File: src/rtl/vaseg_pkg.sv
package vaseg_pkg;
   typedef enum logic [1:0] {
      SEG_USER      = 2'd0,
      SEG_DIRECT_C  = 2'd1,
      SEG_DIRECT_UC = 2'd2,
      SEG_KMAPPED   = 2'd3
   } seg_e;

   typedef struct packed {
      seg_e seg;
      logic mapped;
      logic cacheable;
      logic err;
      logic direct;
   } seg_attr_t;

   localparam int PREFIX_W = 3;
endpackage

File: src/rtl/vaseg_classify.sv
module vaseg_classify
   import vaseg_pkg::*;
(
   input  logic [PREFIX_W-1:0] prefix_i,
   input  logic                user_mode_i,
   output seg_attr_t           attr_o
);
   seg_e seg;
   logic err;

   always_comb begin
      if (!prefix_i[PREFIX_W-1])      seg = SEG_USER;
      else if (prefix_i[PREFIX_W-2])  seg = SEG_KMAPPED;
      else if (prefix_i[PREFIX_W-3])  seg = SEG_DIRECT_UC;
      else                            seg = SEG_DIRECT_C;
   end

   assign err = user_mode_i & prefix_i[PREFIX_W-1];

   always_comb begin
      attr_o.seg       = seg;
      attr_o.err       = err;
      attr_o.mapped    = 1'b0;
      attr_o.cacheable = 1'b0;
      attr_o.direct    = 1'b0;
      if (!err) begin
         case (seg)
            SEG_USER, SEG_KMAPPED: begin
               attr_o.mapped    = 1'b1;
               attr_o.cacheable = 1'b1;
            end
            SEG_DIRECT_C: begin
               attr_o.cacheable = 1'b1;
               attr_o.direct    = 1'b1;
            end
            default: begin
               attr_o.direct    = 1'b1;
            end
         endcase
      end
   end
endmodule

File: src/rtl/vaseg_direct.sv
module vaseg_direct #(
   parameter int ADDR_W = 32,
   parameter int KEEP_W = 29
) (
   input  logic [ADDR_W-1:0] va_i,
   input  logic              en_i,
   output logic [ADDR_W-1:0] pa_o
);
   for (genvar b = 0; b < ADDR_W; b++) begin : g_bit
      if (b < KEEP_W) begin : g_keep
         assign pa_o[b] = en_i & va_i[b];
      end else begin : g_clear
         assign pa_o[b] = 1'b0;
      end
   end
endmodule

File: src/rtl/vaseg_split.sv
module vaseg_split #(
   parameter int ADDR_W = 32,
   parameter int OFS_W  = 12,
   localparam int VPN_W = ADDR_W - OFS_W
) (
   input  logic [ADDR_W-1:0] va_i,
   output logic [VPN_W-1:0]  vpn_o,
   output logic [OFS_W-1:0]  ofs_o
);
   assign vpn_o = va_i[ADDR_W-1:OFS_W];
   assign ofs_o = va_i[OFS_W-1:0];
endmodule

File: src/rtl/vaseg_decode.sv
module vaseg_decode
   import vaseg_pkg::*;
#(
   parameter int ADDR_W = 32,
   parameter int OFS_W  = 12,
   localparam int VPN_W  = ADDR_W - OFS_W,
   localparam int KEEP_W = ADDR_W - PREFIX_W
) (
   input  logic [ADDR_W-1:0] va_i,
   input  logic              user_mode_i,
   output logic [1:0]        seg_o,
   output logic              mapped_o,
   output logic              cacheable_o,
   output logic              addr_err_o,
   output logic [ADDR_W-1:0] direct_pa_o,
   output logic [VPN_W-1:0]  vpn_o,
   output logic [OFS_W-1:0]  page_ofs_o
);
   if (ADDR_W < OFS_W + PREFIX_W || OFS_W < 1) begin : g_bad_cfg
      $error("vaseg_decode: ADDR_W must cover OFS_W plus the prefix bits");
   end

   seg_attr_t attr;

   vaseg_classify u_cls (
      .prefix_i    (va_i[ADDR_W-1 -: PREFIX_W]),
      .user_mode_i (user_mode_i),
      .attr_o      (attr)
   );

   vaseg_direct #(.ADDR_W(ADDR_W), .KEEP_W(KEEP_W)) u_dir (
      .va_i (va_i),
      .en_i (attr.direct),
      .pa_o (direct_pa_o)
   );

   vaseg_split #(.ADDR_W(ADDR_W), .OFS_W(OFS_W)) u_split (
      .va_i  (va_i),
      .vpn_o (vpn_o),
      .ofs_o (page_ofs_o)
   );

   assign seg_o       = attr.seg;
   assign mapped_o    = attr.mapped;
   assign cacheable_o = attr.cacheable;
   assign addr_err_o  = attr.err;
endmodule

File: config.mk
export PLATFORM = sky130hd
export DESIGN_NAME = vaseg_decode
export DESIGN_NICKNAME = d
export VERILOG_FILES = /design/src/rtl/vaseg_pkg.sv /design/src/rtl/vaseg_classify.sv /design/src/rtl/vaseg_direct.sv /design/src/rtl/vaseg_split.sv /design/src/rtl/vaseg_decode.sv
export SDC_FILE = /design/constraint.sdc
export NUM_CORES = 1
export LEC_CHECK = 0
export ABC_AREA = 1
export BUFFER_PORTS_ARGS = -buffer_cell sky130_fd_sc_hd__buf_2
export CORE_AREA = 2 2 51 53
export DETAILED_ROUTE_END_ITERATION = 7
export DIE_AREA = 0 0 53 55
export GPL_TIMING_DRIVEN = 0
export PLACE_DENSITY_LB_ADDON = 0.25
export SLEW_MARGIN = 0
export SYNTH_ARGS = -nofsm -noshare
export SYNTH_HDL_FRONTEND = slang
export SYNTH_SLANG_ARGS = --single-unit
File: constraint.sdc
create_clock -name vclk -period 0.9
set_input_delay 0.045 -clock vclk [all_inputs]
set_output_delay 0.045 -clock vclk [all_outputs]
set_load 0.03 [all_outputs]
==> metrics.md <==
| Metric | Value |
|---|---|
| Run status | finished with violations |
| Failing checks | setup timing |
| # fillers | 205 |
| Crit path DAT | 1.15 ns |
| Crit path launch type | input port |
| CP max stage cell | ha_4 |
| Num ports | 102 |
| Total GRT Usage | 0.129 |
| Yosys top cell by area | buf_4 |
| RSZ-0062 raised after global routing | yes |
| CP bufs+invs | 6 |
| Total core area | 2360 sq um |
| Setup tns final | -7.75 ns |
| Post-DR wirelength/cell | 8.71 um |
| First-pass GRT wire length | 2.96 mm |
| Leakage | 0.980 nW |
| Worst path most repeated cell | buf_12 |
| Sequential share of the synthesized area | 0 |
| Post-synth top cells | 35 x buf_4, 34 x inv_1, 31 x nor2_1 |
| Core Rows | 18 |
| Die Wd | 53 um |
| Layout area overhead | 183% |
| Vias in the first global route | 795 |
| Register Area | 0 sq um |
| CP max stage delay | 0.22 ns |
| Yosys top cell area share | 0.455 |
| Final worst slack | -0.300 ns |
| NumNets Final | 251 |
| Clock buf count | 0 |
| # setup viols final | 30 |
| DRC errors left | 0 |
| Via count | 927 |
| Fmax | 833 MHz |
| Global route overflow | 0 |
| Worst EP required | 0.85 ns |
| Drt pass-1 iters | 3 |
| PortBufs | 99 |
| DP HPWL | 1.66 mm |
| Antenna violations before repair | 0 |
| Final core utilization | 0.693 |
| Seq_cells | 0 |
| Hold Vio Cnt, Final | 0 |
| Worst vdd ir | 578 uV |
| Largest fanout on the critical path | 5 |
| Routability cong. | 0.657 |
| Post-route ant nets | 0 |
| Crit path kind | input port to output pin |
| Top cell family by delay on the critical path | buffers and inverters |
| Largest net degree at the start of global routing | 11 |
| Final period util | 1.33 |
| CP cell instances | buf_12, inv_12, o21ai_4, ha_4, inv_4, nand2_4, buf_12, buf_12, nor2_4, buf_6 |
| Synth Instances | 110 |
| Antenna Cells | 0 |
| Worst Setup End Kind | output pin |
| Worst hold margin | 0.416 ns |
| Synth area leaders | buf_4 45%, inv_1 22%, nor2_1 20% |
| Period minus WS final | 1.20 ns |
| Layout cell share with drive strength beyond 1 | 0.837 |
| Mapped Area | 578 sq um |
| HP Class | input port to output pin |
| Die ar. | 2920 sq um |
| Vias/cell | 3.78 |
| Pwr dens | 875 nW/um^2 |
| Top-count cell post-synth | buf_4 |
| Count of pins over their slew limit | 0 |
| Die Y | 55 um |
| Max cap viols | 0 |
| Synth cell types | 10 |
| Syn_area_per_cell | 5.26 sq um |
| Initial DRC Count | 3 |
| Number of synthesis warnings | 0 |
| Initial Utilization | 0.244 |
| Total Routed Length | 2.13 mm |
-- power by group --
group / switching [mW] / total (mW) / internal [mW]
logic: 0.812 / 1.43 / 0.621
clock network: 0 / 0 / 0
registers: 0 / 0 / 0
total: 0.812 / 1.43 / 0.621
-- layer usage --
layer  vias up  track usage  wire, um
met5         -            0         0
met4         0            0         0
met3         0       0.0188       295
met2        67        0.296      1210
met1       387        0.123       631
li1        473            -         -
-- timing repair --
| action | in CTS | in global routing |
|---|---|---|
| hold buffers | 0 | 0 |
| gates resized for setup | 79 | 8 |
| pin swaps | 5 | 1 |
| cloned | 1 | 0 |
| setup buffers | 3 | 0 |
| setup endpoints to repair | 30 | 30 |
-- cells in the final DEF, fill, tap and decap left out --
cell,Yosys,final
inv_1,34,30
nor2_2,0,9
o21ai_4,0,1
buf_12,0,4
inv_12,0,1
buf_2,1,66
a21oi_1,2,1
buf_16,0,1
inv_4,0,3
buf_4,35,45
nor2_4,0,21
nor2_1,31,1
buf_8,0,2
ha_4,0,1
conb_1,1,3
a21oi_4,0,1
nand2_4,0,1
buf_6,2,23
nand2_2,2,1
-- tightest hold or removal path, delay by kind of cell --
| kind | cells | cell delay, ns |
|---|---|---|
| AOI/OAI and AO/OA | 1 | 0.06 |
| buffers and inverters | 2 | 0.26 |
-- stage by stage --
step           instances  area (sq um)  power, mW  setup slack [ns]
2_1_floorplan        112           752      0.829            -0.362
3_3_place_gp         241          1280       1.12            -0.534
3_5_place_dp         241          1280       1.12            -0.550
4_1_cts              245          1610       1.41            -0.302
5_1_grt              245          1640       1.52            -0.339
6_report             245          1640       1.43            -0.300
-- kinds of logic after synthesis --
logic type,share of synthesized area
compound gates,0.0260
fa+ha+maj,0.0216
buf+inv,0.723
other cells,0.00649
simple gates,0.223
-- area by class of cell --
type	count	area (sq um)	share of cell area
buffer	38	310	0.189
multi-input combinational	40	388	0.237
tap	30	37.5	0.0229
inverter	34	148	0.0901
timing repair buffer	103	754	0.461
-- worst paths after layout --
kind  cells past startpoint     start        endpoint
max                      10  va_i[29]  direct_pa_o[4]
min                       3  va_i[29]        seg_o[0]
(Power assumes the default switching activity.)
